==> config.mk <==
export PLATFORM = sky130hd
export DESIGN_NAME = sru_top
export DESIGN_NICKNAME = d
export VERILOG_FILES = /design/src/rtl/sru_pkg.sv /design/src/rtl/sru_decode.sv /design/src/rtl/sru_core.sv /design/src/rtl/sru_flags.sv /design/src/rtl/sru_top.sv
export SDC_FILE = /design/constraint.sdc
export NUM_CORES = 1
export LEC_CHECK = 0
export ABC_AREA = 1
export BUFFER_PORTS_ARGS = -buffer_cell sky130_fd_sc_hd__clkbuf_2
export CAP_MARGIN = 30
export CORE_MARGIN = 2
export CORE_UTILIZATION = 48
export DETAILED_ROUTE_END_ITERATION = 8
export HOLD_SLACK_MARGIN = 0.1
export PLACE_DENSITY = 0.82
export SLEW_MARGIN = 20
export SYNTH_ARGS = -nofsm -noshare
export SYNTH_HDL_FRONTEND = slang
export SYNTH_SLANG_ARGS = --single-unit
==> constraint.sdc <==
create_clock -name clk -period 1.9 [get_ports clk]
set_input_delay 0.38 -clock clk [delete_from_list [all_inputs] [get_ports clk]]
set_output_delay 0.38 -clock clk [all_outputs]
set_load 0.01 [all_outputs]
==> src/rtl/sru_pkg.sv <==
package sru_pkg;

    typedef enum logic [1:0] {
        FILL_ZERO  = 2'd0,
        FILL_CARRY = 2'd1,
        FILL_WRAP  = 2'd2
    } fill_t;

    typedef struct packed {
        logic  hit;
        logic  right;
        fill_t fill;
    } ctl_t;

    typedef enum logic {
        ST_IDLE = 1'b0,
        ST_SHOW = 1'b1
    } state_t;

endpackage

==> src/rtl/sru_decode.sv <==
module sru_decode
    import sru_pkg::*;
#(
    parameter logic [7:0] OP_BASE = 8'h46
) (
    input  logic [7:0] op,
    output ctl_t       ctl
);
    localparam logic [7:0] OP_LAST = OP_BASE + 8'd7;

    logic [7:0] off;

    always_comb begin
        off       = op - OP_BASE;
        ctl.hit   = (op >= OP_BASE) && (op <= OP_LAST);
        ctl.right = off[0];
        unique case (off[2:1])
            2'd0:    ctl.fill = FILL_ZERO;
            2'd1:    ctl.fill = FILL_CARRY;
            2'd2:    ctl.fill = FILL_WRAP;
            default: ctl.fill = FILL_CARRY;
        endcase
    end
endmodule

==> src/rtl/sru_core.sv <==
module sru_core
    import sru_pkg::*;
#(
    parameter int WIDTH = 16
) (
    input  logic [WIDTH-1:0] val,
    input  logic             cin,
    input  ctl_t             ctl,
    output logic [WIDTH-1:0] res,
    output logic             cout
);
    localparam int MSB = WIDTH - 1;

    logic fill;

    always_comb begin
        unique case (ctl.fill)
            FILL_ZERO:  fill = 1'b0;
            FILL_CARRY: fill = cin;
            FILL_WRAP:  fill = ctl.right ? val[0] : val[MSB];
            default:    fill = 1'b0;
        endcase
        cout = ctl.right ? val[0] : val[MSB];
    end

    for (genvar i = 0; i < WIDTH; i++) begin : g_bit
        if (i == 0) begin : g_lo
            assign res[i] = ctl.right ? val[i+1] : fill;
        end else if (i == MSB) begin : g_hi
            assign res[i] = ctl.right ? fill : val[i-1];
        end else begin : g_mid
            assign res[i] = ctl.right ? val[i+1] : val[i-1];
        end
    end
endmodule

==> src/rtl/sru_flags.sv <==
module sru_flags #(
    parameter int WIDTH = 16
) (
    input  logic [WIDTH-1:0] res,
    output logic             z,
    output logic             n
);
    assign z = ~|res;
    assign n = res[WIDTH-1];
endmodule

==> src/rtl/sru_top.sv <==
module sru_top
    import sru_pkg::*;
#(
    parameter int         WIDTH   = 16,
    parameter logic [7:0] OP_BASE = 8'h46
) (
    input  logic             clk,
    input  logic             rst_n,
    input  logic             in_valid,
    input  logic [7:0]       in_op,
    input  logic [WIDTH-1:0] in_val,
    input  logic             in_carry,
    output logic             out_valid,
    output logic [WIDTH-1:0] out_res,
    output logic             out_z,
    output logic             out_n,
    output logic             out_c
);
    localparam int         MSB    = WIDTH - 1;
    localparam logic [7:0] OP_ROL = OP_BASE + 8'd4;
    localparam logic [7:0] OP_RRC = OP_BASE + 8'd7;

    ctl_t             ctl;
    logic [WIDTH-1:0] nx_res;
    logic             nx_c, nx_z, nx_n, take;
    state_t           state, state_nx;

    sru_decode #(.OP_BASE(OP_BASE)) dec_i (.op(in_op), .ctl(ctl));

    sru_core #(.WIDTH(WIDTH)) core_i (
        .val(in_val), .cin(in_carry), .ctl(ctl), .res(nx_res), .cout(nx_c)
    );

    sru_flags #(.WIDTH(WIDTH)) flg_i (.res(nx_res), .z(nx_z), .n(nx_n));

    assign take = in_valid && ctl.hit;

    always_comb begin
        unique case (state)
            ST_IDLE: state_nx = take ? ST_SHOW : ST_IDLE;
            ST_SHOW: state_nx = take ? ST_SHOW : ST_IDLE;
            default: state_nx = ST_IDLE;
        endcase
    end

    always_ff @(posedge clk) begin
        if (!rst_n) state <= ST_IDLE;
        else        state <= state_nx;
    end

    always_ff @(posedge clk) begin
        if (!rst_n) begin
            out_res <= '0;
            out_z   <= 1'b0;
            out_n   <= 1'b0;
            out_c   <= 1'b0;
        end else if (take) begin
            out_res <= nx_res;
            out_z   <= nx_z;
            out_n   <= nx_n;
            out_c   <= nx_c;
        end
    end

    assign out_valid = (state == ST_SHOW);


    accept_lat_chk: assert property (@(posedge clk) disable iff (!rst_n)
        (in_valid && in_op >= OP_BASE && in_op <= OP_RRC) |=> out_valid);


    reject_hold_chk: assert property (@(posedge clk) disable iff (!rst_n)
        !(in_valid && in_op >= OP_BASE && in_op <= OP_RRC)
            |=> (!out_valid && $stable(out_res) && $stable(out_c)));


    zero_flag_chk: assert property (@(posedge clk) disable iff (!rst_n)
        out_valid |-> (out_z == (out_res == '0)));


    neg_flag_chk: assert property (@(posedge clk) disable iff (!rst_n)
        out_valid |-> (out_n == out_res[MSB]));


    rol_wrap_chk: assert property (@(posedge clk) disable iff (!rst_n)
        (in_valid && in_op == OP_ROL)
            |=> (out_res[0] == $past(in_val[MSB]) && out_c == $past(in_val[MSB])));


    rorc_loop_chk: assert property (@(posedge clk) disable iff (!rst_n)
        (in_valid && in_op == OP_RRC)
            |=> (out_res[MSB] == $past(in_carry) && out_c == $past(in_val[0])));
endmodule

## Word level (Yosys, flattened, before mapping)

Cells that the tools add are included.

- Add/subtract/negate cells: 1
- Order comparisons: 2
- Equality and inequality tests: 3
- Muxes and demuxes: 20
- Reduce and logical (&&, ||, !) cells: 5

Operator list:

| cell | count |
|---|---|
| $mux W1 | 18 |
| $reduce_or A16 Y1 | 1 |
| $ge A8 B7 Y1 const B | 1 |
| $le A8 B7 Y1 const B | 1 |
| $eq A2 B2 Y1 const B | 2 |
| $pmux W2 S2 | 1 |
| $sub A3 B3 Y3 const B | 1 |
| $eq A2 B1 Y1 const B | 1 |
| $logic_and A1 B1 Y1 | 2 |
| $logic_not A2 Y1 | 1 |
| $pmux W1 S2 | 1 |
| $logic_not A1 Y1 | 1 |

- Bits in registers: 20
- Bits of input ports: 28
- Output and inout bits: 20
- Logic and storage cells: 36

## Depth between registers and ports, before layout

- Depth in word-level cells: 8
- Mapped depth: 10
- Depth with buffers taken out: 9

## Cells and area by module

Synthesis repeated with hierarchy kept, for this count alone.

- Cell total of the unflattened synthesis: 222
- Area, all modules: 1268.7 um^2

By module, submodules not included:

| module | times used | cells each | area each (um^2) | seq. area each (um^2) |
|---|---|---|---|---|
| sru_top | 1 | 124 | 813.3 | 400.4 |
| sru_core | 1 | 58 | 289.0 | 0.0 |
| sru_flags | 1 | 28 | 111.4 | 0.0 |
| sru_decode | 1 | 12 | 55.1 | 0.0 |

## Least setup slack after synthesis

OpenSTA, ideal clock, no wires.

- Path kind: input to register
- Start point: in in_op[0]
- End point: reg out_z
- Setup time: 0.069 ns
- Data arrival time: 1.210 ns
- Required time: 1.831 ns
- Setup slack: 0.621 ns
- Stages on the path: 9
- Buffers on the path: 2
- Cells stage by stage: buf_6 buf_2 nand2_1 nand2_2 nor2_1 nand3_1 nor2_1 nand3_1 a21oi_2

- Cells in the longest elaborated chain, start to end: 8
- Elaborated cells between the ends (all ways): 30
- Classes of those cells: add/sub: 1; order compare: 2; eq/ne: 3; mux: 19; reduce/logical: 5

RTL lines:

| item | line | source |
|---|---|---|
| start: declaration | sru_top.sv:10 | `input logic [7:0] in_op,` |
| $sub A3 B3 Y3 | sru_decode.sv:14 | `off = op - OP_BASE;` |
| $eq A2 B2 Y1 or $logic_not A2 Y1 (tied branches) | sru_decode.sv:17 | `unique case (off[2:1])` |
| $pmux W2 S2 | sru_decode.sv:17 |  |
| $eq A2 B2 Y1 or $eq A2 B1 Y1 (tied branches) | sru_core.sv:17 | `unique case (ctl.fill)` |
| $pmux W1 S2 | sru_core.sv:17 |  |
| $mux W1, on equally long branches | sru_core.sv:28, sru_core.sv:30 |  |
| $reduce_or A16 Y1 | sru_flags.sv:8 | `assign z = ~\|res;` |
| $logic_not A1 Y1 | sru_flags.sv:8 |  |
| end signal: assignment | sru_top.sv:59 | `out_z <= nx_z;` |
| end: declaration | sru_top.sv:15 | `output logic out_z,` |

Parallel ways exist; a longest one is shown, timed or not.
A chain may end at the register's enable or synchronous reset.

## Worst setup path in the final report

- Start point: in in_op[5]
- End point: reg out_res[0]

- Cells in the longest elaborated chain, start to end: 3
- Elaborated cells between the ends (all ways): 4
- Classes of those cells: order compare: 2; reduce/logical: 2

RTL lines:

| item | line | source |
|---|---|---|
| $ge A8 B7 Y1 or $le A8 B7 Y1 (tied branches) | sru_decode.sv:15 | `ctl.hit = (op >= OP_BASE) && (op <= OP_LAST);` |
| $logic_and A1 B1 Y1 (*) | sru_decode.sv:15 |  |
| $logic_and A1 B1 Y1 (*) | sru_top.sv:36 | `assign take = in_valid && ctl.hit;` |
| end signal: assignment | sru_top.sv:58 | `out_res <= nx_res;` |
| end: declaration | sru_top.sv:14 | `output logic [WIDTH-1:0] out_res,` |

Mark *: on every way between the ends. The rest lies on a longest branch, timed or not.

==> impl_metrics.tcl <==
set metrics [dict create \
    routedWlPerCell_um 9.53 \
    synth_xor_area_share_pct 0.867 \
    rows 16 \
    crit_top_cell "nand2_1" \
    muxShareOfSynthArea_pct 0 \
    synth_top_cell_area_share_pct 37.7 \
    grt_util_all_layers_pct 20.1 \
    syn_area_per_cell_um2 6.31 \
    cts_tree "yes" \
    synthSimpleGateAreaFrac_pct 35.1 \
    start_kind "input pin" \
    ff2ff_setup_slack_ns 1.22 \
    r2r-start "out_res[0]" \
    layout_common_cells "nand2_1 (51), clkbuf_2 (47), nor2_1 (33), dfxtp_1 (19), inv_1 (14)" \
    layout_min_cycle_time_ns 1.39 \
    fp.dieW_um 49.9 \
    synth_cells 160 \
    cp_data_required_time_ns 2.12 \
    max_cap_violations 0 \
    final_cell_count_no_fill 230 \
    critical_path_class "input pin to flop" \
    viasPerCell 4.77 \
    grt-ovfl-total 0 \
    power.density_mw_per_mm2 583 \
    synth_top_family_by_area "simple AND/OR/NAND/NOR gates" \
    start_util_pct 50.9 \
    cts_root_buf "clkbuf_4" \
    fillCellCount 203 \
    final_hold_viol_count 0 \
    finalSetupViolations 0 \
    fin_setup_tns_ns 0 \
    relSlewSlack_pct 75.8 \
    synth-compound-area-share_pct 14.4 \
    grt_pass1_wl_um 3900 \
    pin_count 48 \
    drive_above_1_share_pct 27.6 \
    routed_wl_um 2190 \
    first_pass_iters 4 \
    status "finished, final reports clean" \
    syn_nets 188 \
    cts_buffers 3 \
    period_share_pct 72.9 \
    fmax_mhz 722 \
    syn_area_mm2 0.00101 \
    total_leakage_power_nw 0.684 \
    cts_buffer_depth 2 \
    place_area_mm2 0.00122 \
    use_met1_pct 25.8 \
    grt_pass1_vias 957 \
    hpwl_um 1830 \
    multi_input_area_um2 508 \
    nNetsFinal 232 \
    grt.met3_usage_pct 3.03 \
    pwr-share-clk_pct 27.0 \
    hold_start "rst_n" \
    synth_seq_area_share_pct 37.7 \
    yosys_warnings 0 \
    core-area_mm2 0.00198 \
    die_area_mm2 0.00249 \
    yosysUniqueCellTypes 22 \
    vdd_ir_drop_max_mv 0.387 \
    netlist_top_cells_area "dfxtp_1 (38%), nand2_1 (19%), nor2_1 (12%)" \
    drt_iter0_drc 19 \
    synth-adder-area-share_pct 0 \
    p_sw_uw 193 \
    cts.reportedPaths.clkPinSlew_ns 0.10 \
    pwr-share-comb_pct 17.4 \
    dp_cells 226 \
    crit_chain "clkbuf_2 > nor2_1 > nand2_1 > nor3_1 > nand2_1 > inv_2 > o21ai_0 > a21oi_1" \
    busiest_layer "met2" \
    globalRouteMet2Util_pct 33.3 \
    yosys.area.top_type "dfxtp_1" \
    rsz0062_at_grt "false" \
    drc 0 \
    crit_fanout 25 \
    p_sw_share_pct 26.5 \
    intPower_uw 536 \
    worstSetupStartpoint "in_op[5]" \
    gp_congestion 0.830 \
    postRouteAntennaNets 0 \
    die_h_um 49.9 \
    grt_max_degree 26 \
    postCtsResizedCells 0 \
    cts_hold_buf 0 \
    utilization_pct 63.1 \
    endpoint_kind "flop" \
    ys_ff_latch 19 \
    cp_top_family "simple AND/OR/NAND/NOR gates" \
    syn_to_final_growth_pct 23.8 \
    final_max_slew_viol_count 0 \
    numClockSinks 19 \
    antenna_found_initial 0 \
    hold_path.class "input pin to flop" \
    post_cts_buffers 0 \
    layout_commonest_cell "nand2_1" \
    seqPwrFrac_pct 55.6 \
    vias 1097 \
    finalHoldWorstSlack_ns 0.425 \
    io_buffers 47 \
    slowest_stage "inv_2" \
    clk_latency_ns 0.29 \
    insertedDiodeCount 0 \
    critPathMaxStageDelay_ns 0.36 \
    htree_levels 1 \
    worst-path-buf-inv 2 \
    worstMarginPinSlew_ns 0.362 \
    skew_ns 0 \
    cp.arrival_ns 1.61 \
    seq_area_um2 380 \
    final_area_mm2 0.00125 \
]
## power by group through the flow
stage          registers, mW  logic, mW  clock network [mW]
2_1_floorplan          0.418     0.0787                   0
3_3_place_gp           0.415      0.124                   0
3_5_place_dp           0.415      0.127                   0
4_1_cts                0.406      0.128               0.202
5_1_grt                0.407      0.146               0.221
6_report               0.406      0.127               0.197
## worst reg2reg max path: stages, from the launching register on
cell	delay [ns]
dfxtp_1	0.32
o21ai_0	0.17
a21oi_1	0.07
## state kept, by name, summed over array words and instances (netlist names)
| signal | count |
|---|---|
| out_c | 1 |
| out_res | 16 |
| out_valid | 1 |
| out_z | 1 |
## kinds of logic after synthesis
logic type	Yosys count
and+or+nand+nor	91
DFF	19
xor gates and xnor gates	1
buffers and inverters	25
AOI/OAI and AO/OA	24
## worst paths after layout
path	depth (start not counted)	endpoint
hold / removal	3	out_c
hold reg to reg	2	out_z
setup / recovery	8	out_res[0]
setup reg to reg	2	out_res[0]
## area by class of cell
type	instances	share of cell area, %
sequential	19	30.4
inverter	17	5.31
tap	27	2.70
timing repair buffer	47	18.8
multi-input combinational	116	40.6
clock buffer	4	2.10
## stage by stage
stage	setup WS [ns]	power, mW
after floorplan	0.621	0.496
after global placement	0.310	0.539
after detailed placement	0.208	0.543
after CTS	0.508	0.735
after global routing	0.252	0.774
final	0.515	0.729
## cell usage after synthesis
library cell / n
nand2_2: 3
a21oi_1: 2
o21ai_0: 12
buf_6: 2
o21ai_1: 1
a211oi_1: 6
clkinv_1: 1
nand2_1: 51
inv_2: 1
xnor2_1: 1
nand3_1: 2
buf_2: 2
a21oi_2: 1
dfxtp_1: 19
a21boi_0: 1
inv_4: 1
o2111ai_1: 1
nor2_1: 33
inv_1: 14
clkbuf_1: 2
nor3_1: 2
buf_4: 2
## per-layer routing
metal  up-vias  share of wire (%)
met4         0                1.4
met2        37                 48
met3         4                6.7
met5         -                  0
li1        584                  -
met1       472                 44
(Power assumes the default switching activity.)
